### src/rtl/rtc_pkg.sv
package rtc_pkg;
  localparam int SEC_W    = 6;
  localparam int MIN_W    = 6;
  localparam int HOUR_W   = 5;
  localparam int DAY_W    = 15;
  localparam int SEC_MOD  = 60;
  localparam int MIN_MOD  = 60;
  localparam int HOUR_MOD = 24;
  localparam int DAY_MOD  = 1 << DAY_W;

  localparam int ADDR_W = 3;
  localparam int DATA_W = 32;

  typedef struct packed {
    logic [DAY_W-1:0]  day;
    logic [HOUR_W-1:0] hour;
    logic [MIN_W-1:0]  min;
    logic [SEC_W-1:0]  sec;
  } rtc_time_t;

  localparam logic [ADDR_W-1:0] RA_TIME = 3'd0;
  localparam logic [ADDR_W-1:0] RA_CTRL = 3'd1;
  localparam logic [ADDR_W-1:0] RA_IEN  = 3'd2;
  localparam logic [ADDR_W-1:0] RA_STAT = 3'd3;
  localparam logic [ADDR_W-1:0] RA_SWCH = 3'd4;
  localparam logic [ADDR_W-1:0] RA_ALM1 = 3'd5;
  localparam logic [ADDR_W-1:0] RA_ALM2 = 3'd6;

  localparam int EV_SEC  = 0;
  localparam int EV_MIN  = 1;
  localparam int EV_HOUR = 2;
  localparam int EV_DAY  = 3;
  localparam int EV_SW   = 4;
  localparam int EV_AL1  = 5;
  localparam int EV_AL2  = 6;
  localparam int NUM_EV  = 7;
endpackage

### src/rtl/rtc_prescaler.sv
module rtc_prescaler #(
  parameter int DIV = 32768
) (
  input  logic clk,
  input  logic rst,
  input  logic run,
  input  logic tick,
  input  logic restart,
  output logic sec_step
);
  localparam int CW = (DIV > 1) ? $clog2(DIV) : 1;
  localparam logic [CW-1:0] LAST = CW'(DIV - 1);
  localparam logic [CW-1:0] ONE  = CW'(1);

  logic [CW-1:0] phase_q;
  logic          at_last;

  assign at_last  = (phase_q == LAST);
  assign sec_step = run & tick & ~restart & at_last;

  always_ff @(posedge clk) begin
    if (rst || restart) begin
      phase_q <= '0;
    end else if (run && tick) begin
      phase_q <= at_last ? '0 : phase_q + ONE;
    end
  end
endmodule

### src/rtl/rtc_mod_counter.sv
module rtc_mod_counter #(
  parameter int W   = 6,
  parameter int MOD = 60
) (
  input  logic         clk,
  input  logic         rst,
  input  logic         load,
  input  logic [W-1:0] load_val,
  input  logic         inc,
  output logic [W-1:0] q,
  output logic         carry
);
  localparam logic [W-1:0] LAST = W'(MOD - 1);
  localparam logic [W-1:0] ONE  = W'(1);

  assign carry = inc & (q == LAST);

  always_ff @(posedge clk) begin
    if (rst) begin
      q <= '0;
    end else if (load) begin
      q <= load_val;
    end else if (inc) begin
      q <= (q == LAST) ? '0 : q + ONE;
    end
  end
endmodule

### src/rtl/rtc_timekeeper.sv
module rtc_timekeeper
  import rtc_pkg::*;
(
  input  logic      clk,
  input  logic      rst,
  input  logic      step,
  input  logic      load,
  input  rtc_time_t load_val,
  output rtc_time_t now,
  output logic      ev_min,
  output logic      ev_hour,
  output logic      ev_day
);
  logic c_sec, c_min, c_hour, c_day;

  rtc_mod_counter #(.W(SEC_W), .MOD(SEC_MOD)) u_sec (
    .clk(clk), .rst(rst), .load(load), .load_val(load_val.sec),
    .inc(step), .q(now.sec), .carry(c_sec)
  );

  rtc_mod_counter #(.W(MIN_W), .MOD(MIN_MOD)) u_min (
    .clk(clk), .rst(rst), .load(load), .load_val(load_val.min),
    .inc(c_sec), .q(now.min), .carry(c_min)
  );

  rtc_mod_counter #(.W(HOUR_W), .MOD(HOUR_MOD)) u_hour (
    .clk(clk), .rst(rst), .load(load), .load_val(load_val.hour),
    .inc(c_min), .q(now.hour), .carry(c_hour)
  );

  rtc_mod_counter #(.W(DAY_W), .MOD(DAY_MOD)) u_day (
    .clk(clk), .rst(rst), .load(load), .load_val(load_val.day),
    .inc(c_hour), .q(now.day), .carry(c_day)
  );

  assign ev_min  = c_sec;
  assign ev_hour = c_min;
  assign ev_day  = c_hour;
endmodule

### src/rtl/rtc_stopwatch.sv
module rtc_stopwatch #(
  parameter int W = 16
) (
  input  logic         clk,
  input  logic         rst,
  input  logic         load,
  input  logic [W-1:0] load_val,
  input  logic         step,
  output logic [W-1:0] q,
  output logic         expire
);
  localparam logic [W-1:0] ONE = W'(1);

  assign expire = step & ~load & (q == ONE);

  always_ff @(posedge clk) begin
    if (rst) begin
      q <= '0;
    end else if (load) begin
      q <= load_val;
    end else if (step && (q != '0)) begin
      q <= q - ONE;
    end
  end
endmodule

### src/rtl/rtc_alarm_match.sv
module rtc_alarm_match
  import rtc_pkg::*;
#(
  parameter bit USE_DAY = 1'b0
) (
  input  rtc_time_t now,
  input  rtc_time_t target,
  output logic      match
);
  logic tod_eq;

  assign tod_eq = (now.hour == target.hour) &&
                  (now.min  == target.min)  &&
                  (now.sec  == target.sec);

  generate
    if (USE_DAY) begin : g_day
      assign match = tod_eq && (now.day == target.day);
    end else begin : g_tod
      assign match = tod_eq;
    end
  endgenerate
endmodule

### src/rtl/rtc_core.sv
module rtc_core
  import rtc_pkg::*;
#(
  parameter int PRESCALE = 32768,
  parameter int SW_W     = 16
) (
  input  logic              clk,
  input  logic              rst,
  input  logic              tick_in,
  input  logic              bus_wr,
  input  logic [ADDR_W-1:0] bus_addr,
  input  logic [DATA_W-1:0] bus_wdata,
  output logic [DATA_W-1:0] bus_rdata,
  output logic              irq
);
  localparam int NUM_ALM = 2;

  logic wr_time, wr_ctrl, wr_ien, wr_stat, wr_sw, wr_alm1, wr_alm2;

  assign wr_time = bus_wr && (bus_addr == RA_TIME);
  assign wr_ctrl = bus_wr && (bus_addr == RA_CTRL);
  assign wr_ien  = bus_wr && (bus_addr == RA_IEN);
  assign wr_stat = bus_wr && (bus_addr == RA_STAT);
  assign wr_sw   = bus_wr && (bus_addr == RA_SWCH);
  assign wr_alm1 = bus_wr && (bus_addr == RA_ALM1);
  assign wr_alm2 = bus_wr && (bus_addr == RA_ALM2);

  logic              run_q;
  logic [NUM_EV-1:0] ien_q, stat_q;
  logic [NUM_EV-1:0] ien_n, stat_n, ev;
  rtc_time_t         alm_q [NUM_ALM];
  logic [NUM_ALM-1:0] alm_hit;
  logic              step_d_q;
  logic              irq_q;
  logic [DATA_W-1:0] rdata_q;

  logic       sec_step;
  rtc_time_t  now_t;
  logic       ev_min, ev_hour, ev_day;
  logic [SW_W-1:0] sw_q;
  logic       sw_expire;

  rtc_prescaler #(.DIV(PRESCALE)) u_pre (
    .clk(clk), .rst(rst), .run(run_q), .tick(tick_in),
    .restart(wr_time), .sec_step(sec_step)
  );

  rtc_timekeeper u_tk (
    .clk(clk), .rst(rst), .step(sec_step), .load(wr_time),
    .load_val(rtc_time_t'(bus_wdata)), .now(now_t),
    .ev_min(ev_min), .ev_hour(ev_hour), .ev_day(ev_day)
  );

  rtc_stopwatch #(.W(SW_W)) u_sw (
    .clk(clk), .rst(rst), .load(wr_sw), .load_val(bus_wdata[SW_W-1:0]),
    .step(sec_step), .q(sw_q), .expire(sw_expire)
  );

  generate
    for (genvar a = 0; a < NUM_ALM; a++) begin : g_alm
      logic wr_this;
      assign wr_this = (a == 0) ? wr_alm1 : wr_alm2;

      always_ff @(posedge clk) begin
        if (rst) begin
          alm_q[a] <= '0;
        end else if (wr_this) begin
          alm_q[a] <= rtc_time_t'(bus_wdata);
        end
      end

      rtc_alarm_match #(.USE_DAY(a == 1)) u_match (
        .now(now_t), .target(alm_q[a]), .match(alm_hit[a])
      );
    end
  endgenerate

  always_comb begin
    ev          = '0;
    ev[EV_SEC]  = sec_step;
    ev[EV_MIN]  = ev_min;
    ev[EV_HOUR] = ev_hour;
    ev[EV_DAY]  = ev_day;
    ev[EV_SW]   = sw_expire;
    ev[EV_AL1]  = step_d_q & alm_hit[0];
    ev[EV_AL2]  = step_d_q & alm_hit[1];
  end

  always_comb begin
    ien_n  = wr_ien ? bus_wdata[NUM_EV-1:0] : ien_q;
    stat_n = stat_q;
    if (wr_stat) begin
      stat_n = stat_n & ~bus_wdata[NUM_EV-1:0];
    end
    stat_n = stat_n | ev;
  end

  always_ff @(posedge clk) begin
    if (rst) begin
      run_q    <= 1'b0;
      ien_q    <= '0;
      stat_q   <= '0;
      step_d_q <= 1'b0;
      irq_q    <= 1'b0;
    end else begin
      if (wr_ctrl) begin
        run_q <= bus_wdata[0];
      end
      ien_q    <= ien_n;
      stat_q   <= stat_n;
      step_d_q <= sec_step;
      irq_q    <= |(stat_n & ien_n);
    end
  end

  always_ff @(posedge clk) begin
    if (rst) begin
      rdata_q <= '0;
    end else begin
      case (bus_addr)
        RA_TIME: rdata_q <= now_t;
        RA_CTRL: rdata_q <= {{(DATA_W-1){1'b0}}, run_q};
        RA_IEN:  rdata_q <= {{(DATA_W-NUM_EV){1'b0}}, ien_q};
        RA_STAT: rdata_q <= {{(DATA_W-NUM_EV){1'b0}}, stat_q};
        RA_SWCH: rdata_q <= {{(DATA_W-SW_W){1'b0}}, sw_q};
        RA_ALM1: rdata_q <= alm_q[0];
        RA_ALM2: rdata_q <= alm_q[1];
        default: rdata_q <= '0;
      endcase
    end
  end

  assign bus_rdata = rdata_q;
  assign irq       = irq_q;
endmodule

### config.mk
export PLATFORM = sky130hd
export DESIGN_NAME = rtc_core
export DESIGN_NICKNAME = d
export VERILOG_FILES = /design/src/rtl/rtc_pkg.sv /design/src/rtl/rtc_prescaler.sv /design/src/rtl/rtc_mod_counter.sv /design/src/rtl/rtc_timekeeper.sv /design/src/rtl/rtc_stopwatch.sv /design/src/rtl/rtc_alarm_match.sv /design/src/rtl/rtc_core.sv
export SDC_FILE = /design/constraint.sdc
export NUM_CORES = 1
export LEC_CHECK = 0
export BUFFER_PORTS_ARGS = -buffer_cell sky130_fd_sc_hd__buf_2
export CORE_ASPECT_RATIO = 0.75
export CORE_UTILIZATION = 60
export DETAILED_ROUTE_END_ITERATION = 8
export HOLD_SLACK_MARGIN = 0.12
export PLACE_DENSITY = 0.89
export SLEW_MARGIN = 15
export SYNTH_ARGS = -nofsm -noshare
export SYNTH_HDL_FRONTEND = slang
export SYNTH_SLANG_ARGS = --single-unit
### constraint.sdc
create_clock -name clk -period 3.83 [get_ports clk]
set_clock_uncertainty 0.15 [all_clocks]
set_input_delay 0.1915 -clock clk [delete_from_list [all_inputs] [get_ports clk]]
set_output_delay 0.1915 -clock clk [all_outputs]
set_load 0.03 [all_outputs]
# Word-level counts from Yosys, hierarchy flattened

Memory sizes are Yosys's and may differ from the RTL's.
Cells that the tools add are included.

Bits in writable memories: 64
Register bits after elaboration: 112
Output and inout port bits: 33
Memories kept: 1
Input bits: 39

Muxes and demuxes: 28
Reductions and logical operators: 23
Add/sub/neg operators: 6
Eq/ne operators: 19
Bitwise gates (word level): 18

Memories:

| name  | words | width | read ports | clocked after Yosys merged registers in | wr ports | RTL line       | source |
|---|---|---|---|---|---|---|---|
| alm_q | 2     | 32    | 2          | 0                                       | 2        | rtc_core.sv:31 | `rtc_time_t alm_q [NUM_ALM];` |

Operators with widths:

| kind                                                                   | count |
|---|---|
| 32-bit one-hot mux with 7 select lines                                 | 1 |
| 32-bit two-way mux                                                     | 2 |
| 15-bit two-way mux                                                     | 4 |
| 6-bit two-way mux                                                      | 6 |
| 16-bit two-way mux                                                     | 2 |
| 15-bit by 1-bit adder with 15-bit output, second input constant        | 2 |
| 15-bit equality test, second input constant                            | 2 |
| 6-bit equality test                                                    | 4 |
| 16-bit by 1-bit equality test with 1-bit output, second input constant | 1 |
| 16-bit nonzero test                                                    | 1 |
| 16-bit by 1-bit subtractor with 16-bit output, second input constant   | 1 |
| 15-bit equality test                                                   | 1 |
| 5-bit two-way mux                                                      | 3 |
| 7-bit bitwise AND                                                      | 2 |
| 1-bit logical AND                                                      | 14 |
| 7-bit two-way mux                                                      | 2 |
| 6-bit by 1-bit adder with 6-bit output, second input constant          | 2 |
| 6-bit equality test, second input constant                             | 2 |
| 1-bit bitwise AND                                                      | 10 |
| 5-bit equality test                                                    | 2 |
| 2-bit nonzero test                                                     | 5 |
| 3-bit equality test, second input constant                             | 3 |
| 1-bit two-way mux                                                      | 8 |
| 7-bit inverter                                                         | 1 |
| 10 further kinds                                                       | 13 |

# Longest topological paths before layout

Word-level depth: 11
Gate-level depth with buffers: 9
Gate-level depth less buffers: 7

# Modules after synthesis

From an unflattened synthesis, not the netlist that was laid out.

Cell total of the unflattened synthesis: 912
Area total of the unflattened synthesis: 9026.2 um2

Modules (own cells, without submodules):

| module                              | cells an instance | times used | area an instance (um2) | seq. area each (um2) |
|---|---|---|---|---|
| rtc_core                            | 391               | 1          | 4729.5                 | 2902.8 |
| rtc_stopwatch                       | 127               | 1          | 1042.2                 | 320.3 |
| rtc_mod_counter at u_tk.u_day       | 116               | 1          | 928.4                  | 300.3 |
| rtc_mod_counter at u_tk.u_min ...   | 46                | 2          | 385.4                  | 120.1 |
| rtc_prescaler                       | 86                | 1          | 739.5                  | 300.3 |
| rtc_alarm_match at g_alm[1].u_match | 43                | 1          | 346.6                  | 0.0 |
| rtc_mod_counter at u_tk.u_hour      | 34                | 1          | 279.0                  | 100.1 |
| rtc_alarm_match at g_alm[0].u_match | 23                | 1          | 190.2                  | 0.0 |

# Worst setup path after synthesis

No wires, ideal clock.

Path type: input to register
From: input bus_addr[0]
To: memory alm_q[0][0] in the netlist's numbering (enable)
Setup time: 0.428 ns
Cell stages on the path: 3
Path slack: 1.105 ns
Required time: 3.252 ns
Buffers on the path: 1
Arrival time: 2.147 ns
Cells stage by stage: buf_1 > nand2b_1 > o21bai_1

RTL lines:

| what        | RTL line       | source |
|---|---|---|
| from (decl) | rtc_core.sv:11 | `input logic [ADDR_W-1:0] bus_addr,` |
| to (decl)   | rtc_core.sv:31 |  |

# Worst setup path after layout

From: register u_tk.u_hour.q[0]
To: register u_tk.u_day.q[2]

Cells in the longest elaborated chain, start to end: 3

Ends and longest elaborated chain:

| what                         | RTL line              | source |
|---|---|---|
| from (decl)                  | rtc_mod_counter.sv:10 | `output logic [W-1:0] q,` |
| from (signal assigned)       | rtc_mod_counter.sv:22 | `q <= load_val;` |
| from (signal assigned)       | rtc_mod_counter.sv:24 | `q <= (q == LAST) ? '0 : q + ONE;` |
| 5-bit equality test          | rtc_mod_counter.sv:16 | `assign carry = inc & (q == LAST);` |
| 1-bit bitwise AND            | rtc_mod_counter.sv:16 |  |
| 2-bit nonzero test (no line) | --                    |  |
| to (signal assigned)         | rtc_mod_counter.sv:22 |  |
| to (signal assigned)         | rtc_mod_counter.sv:24 |  |
| to (decl)                    | rtc_mod_counter.sv:10 |  |

Every way passes these cells.
A chain may end at the register's enable or synchronous reset.

==> qor.csv <==
stage,metric,value,unit
die,die-area,15300,µm²
pwr,design_power_total,0.00413,W
setup_path,timing.critical_path.to_type,register,
yosys,share_of_the_synthesized_area_in_compound_gates_ao_oa_aoi_oai,0.143,
route,route.detailed.drc,0,
clock_network,cts.sinks,176,
setup_path,setup.worst_path.class,register to register,
pwr,cellLeakagePower,3.78,nW
route,drt_wl_total,24600,µm
timing,finalHoldViolations,0,
global_routing,first_pass_grt_wire_length,38500,µm
route,1st_pass_router_iterations,7,
timing,totalNegativeSetupSlack,0,ns
worst_hold_path,min_path_type,input port to register,
clock_network,h-tree-depth,4,
cells_and_area,layout.cells.most_common,sky130_fd_sc_hd__nor2_1,
global_routing,via_count_of_the_first_global_routing_pass,7141,
route,wl_met1,9830,µm
clock_network,post-cts-setup-buffer-count,0,
status,run_status,finished clean,
timing,period_share,0.857,
yosys,synthDominantCellAreaShare,0.253,
timing,max_freq,0.305,GHz
cells_and_area,syn_to_final_growth,16.6,%
yosys,number_of_instances_in_the_synthesized_netlist,937,
yosys,syn_area_per_cell,9.46,µm²
clock_network,cts_tree,done,
cells_and_area,layout_common_cells,"115 x sky130_fd_sc_hd__nor2_1, 112 x sky130_fd_sc_hd__dfxtp_1, 71 x sky130_fd_sc_hd__buf_2, 68 x sky130_fd_sc_hd__and2_1, 64 x sky130_fd_sc_hd__edfxtp_1",
yosys,synth_seq_cells,176,
route,drt.antenna.violating_nets,0,
clock_network,ctsRootBufferMaster,sky130_fd_sc_hd__clkbuf_16,
route,routed.top_layer,met4,
die,std_cell_rows,38,
clock_network,numCtsBuffers,17,
global_routing,grt_max_degree,54,
die,die-height,107,µm
timing,slew-limit-headroom,0.309,
pwr,ratio_of_total_power_to_cell_area,400,nW/µm²
cells_and_area,final_layout_net_count,1068,
route,avgViaCountPerCell,6.33,
timing,timing_max_transition_violations_final,0,
route,vias,7812,
clock_network,cts_buffer_depth,2,
yosys,post-synth-top-area-cell,sky130_fd_sc_hd__dfxtp_1,
yosys,synth.area.top_cells,"sky130_fd_sc_hd__dfxtp_1 25%, sky130_fd_sc_hd__edfxtp_1 22%, sky130_fd_sc_hd__nor2_1 4.9%",
timing,fin_crit,3.28,ns
die,starting_utilization_of_the_core_area,0.613,
setup_path,cp_data_arrival_time,3.51,ns
timing,setup_repair_after_global_routing_missed_its_margin,false,
clock_network,holdBufCountCts,40,
place,hpwlAfterDp,16500,µm
pwr,irDropWorstVdd,0.322,mV
yosys,postSynth.asyncResetShare,0,
place,numPlacedInstances,1162,
yosys,postSynth.topFlopCell,sky130_fd_sc_hd__dfxtp_1,
yosys,share_of_cell_area_taken_by_muxes_after_synthesis,0.0443,
setup_path,largest_fanout_of_any_net_on_the_critical_path,8,
place,buffer_ports.inserted,71,
cells_and_area,final_layout_size_suffix_gt1_frac,0.136,
yosys,mappedNetlistArea,8860,µm²
die,core-area,14500,µm²
route,met2_length,10700,µm
route,met3RoutedLength,3230,µm
yosys,synth.net_count,984,
place,finalWeightedCongestion,0.940,
route,detail_route.iter0.violations,1141,
setup_path,required,4.06,ns
timing,final_count_of_negative_setup_slack_endpoints,0,
clock_network,post_cts_resized,0,
yosys,synth_xor_area_frac,0.0721,
global_routing,globalRouteTotalUtil,0.338,
yosys,synth_enable_flop_cells,64,
yosys,yosys_warnings,0,
job,max_cap_viol_count,0,
clock_network,clk_pin_slew_worst_paths,0.07,ns
yosys,synth_top_family_by_area,simple AND/OR/NAND/NOR gates,
cells_and_area,num_antenna_cells,0,
yosys,synthAdderAreaFrac,0.0113,
clock_network,worst_skew_late_latency,0.43,ns
global_routing,antenna_found_initial,0,
die,die_width,142,µm
die,top_level_ports,72,
setup_path,critical_path.startpoint_type,register,
timing,worst_slew_pin_slew,1.03,ns
global_routing,globalRoute.totalOverflow,0,
yosys,area_fraction_in_and_or_nand_and_nor_cells_after_synthesis,0.224,
route,detail_route.wl_per_cell,19.9,µm
yosys,yosys.cell_types.count,60,
yosys,synth-seq-area-share,0.470,
cells_and_area,instances_no_fill,1234,
## cells by family after synthesis
family / count (synthesis)
flip-flops: 176
buffers and inverters: 80
XOR/XNOR: 73
adder cells (fa/ha/maj): 8
AND/OR/NAND/NOR: 381
multiplexers: 38
AO/OA/AOI/OAI: 181
## power by group
| part | switching, W | internal [W] |
|---|---|---|
| registers | 0.0000635 | 0.00201 |
| clock network | 0.000740 | 0.000889 |
| logic | 0.000267 | 0.000161 |
| total | 0.00107 | 0.00306 |
## path summary, 6_finish.rpt
| path | startpoint | to | slack (ns) | cells past startpoint |
|---|---|---|---|---|
| worst max-delay path | u_tk.u_hour.q[0]$_SDFFE_PP0P_ | u_tk.u_day.q[2]$_SDFFE_PP0P_ | 0.55 | 8 |
| worst min-delay path | bus_wr | run_q$_SDFFE_PP0P_ | 0.19 | 4 |
| worst max register to register | u_tk.u_hour.q[0]$_SDFFE_PP0P_ | u_tk.u_day.q[2]$_SDFFE_PP0P_ | 0.55 | 8 |
| worst min register to register | stat_q[3]$_SDFF_PP0_ | stat_q[3]$_SDFF_PP0_ | 0.35 | 2 |
## critical path, stage by stage, from the launching register on
cell                            delay, ns
sky130_fd_sc_hd__dfxtp_1             0.52
sky130_fd_sc_hd__ha_1                0.25
sky130_fd_sc_hd__nand2_1             0.08
sky130_fd_sc_hd__nor3_1              0.57
sky130_fd_sc_hd__nand3_2             0.30
sky130_fd_sc_hd__nor2_1              0.46
sky130_fd_sc_hd__a32oi_1             0.17
sky130_fd_sc_hd__a21oi_1             0.15
sky130_fd_sc_hd__dlygate4sd3_1       0.57
## cell type report
cell class	instances	area, µm²
repair buffers	131	906
flip-flops and latches	176	4160
well taps	200	250
clock inverters	15	119
inverters	14	52.6
clock buffers	17	425
fillers	1052	4110
multi-input cells	681	4420
## metrics by stage
step	utilization	setup slack, ns	cell area (µm²)	hold slack [ns]
2_1_floorplan	-	1.10	8860	0.178
3_3_place_gp	0.650	0.707	9400	0.305
3_5_place_dp	0.650	0.626	9400	0.309
4_1_cts	0.715	0.576	10300	0.182
5_1_grt	0.715	0.508	10300	0.210
6_report	0.715	0.550	10300	0.189
## layer usage
metal  GRT usage  vias to the layer above
met5           0                        -
met4       0.144                        0
met3       0.101                       84
met2       0.498                      554
met1       0.459                     3635
li1            -                     3539
## Yosys cell counts (10+ instances only)
master                     count
sky130_fd_sc_hd__nor2_1      115
sky130_fd_sc_hd__dfxtp_1     112
sky130_fd_sc_hd__and2_1       68
sky130_fd_sc_hd__edfxtp_1     64
sky130_fd_sc_hd__nand2_1      60
sky130_fd_sc_hd__clkbuf_1     51
sky130_fd_sc_hd__xnor2_1      44
sky130_fd_sc_hd__a21oi_1      37
sky130_fd_sc_hd__mux2i_1      37
sky130_fd_sc_hd__a211oi_1     36
sky130_fd_sc_hd__o21ai_0      31
sky130_fd_sc_hd__xor2_1       29
sky130_fd_sc_hd__nor3_1       25
sky130_fd_sc_hd__a22oi_1      23
sky130_fd_sc_hd__nand3_1      20
sky130_fd_sc_hd__a22o_1       18
sky130_fd_sc_hd__nand4_1      18
sky130_fd_sc_hd__nand3b_1     16
sky130_fd_sc_hd__inv_1        14
sky130_fd_sc_hd__nor4_1       10
## registers in the layout, summed over array words and instances (netlist names)
signal and count:
alm_q 64, bus_rdata 32, u_sw.q 16, u_pre.phase_q 15, u_tk.u_day.q 15, ien_q 7
stat_q 7, u_tk.u_min.q 6, u_tk.u_sec.q 6, u_tk.u_hour.q 5, irq 1, run_q 1
step_d_q 1
Power figures use the tool's default switching activity.
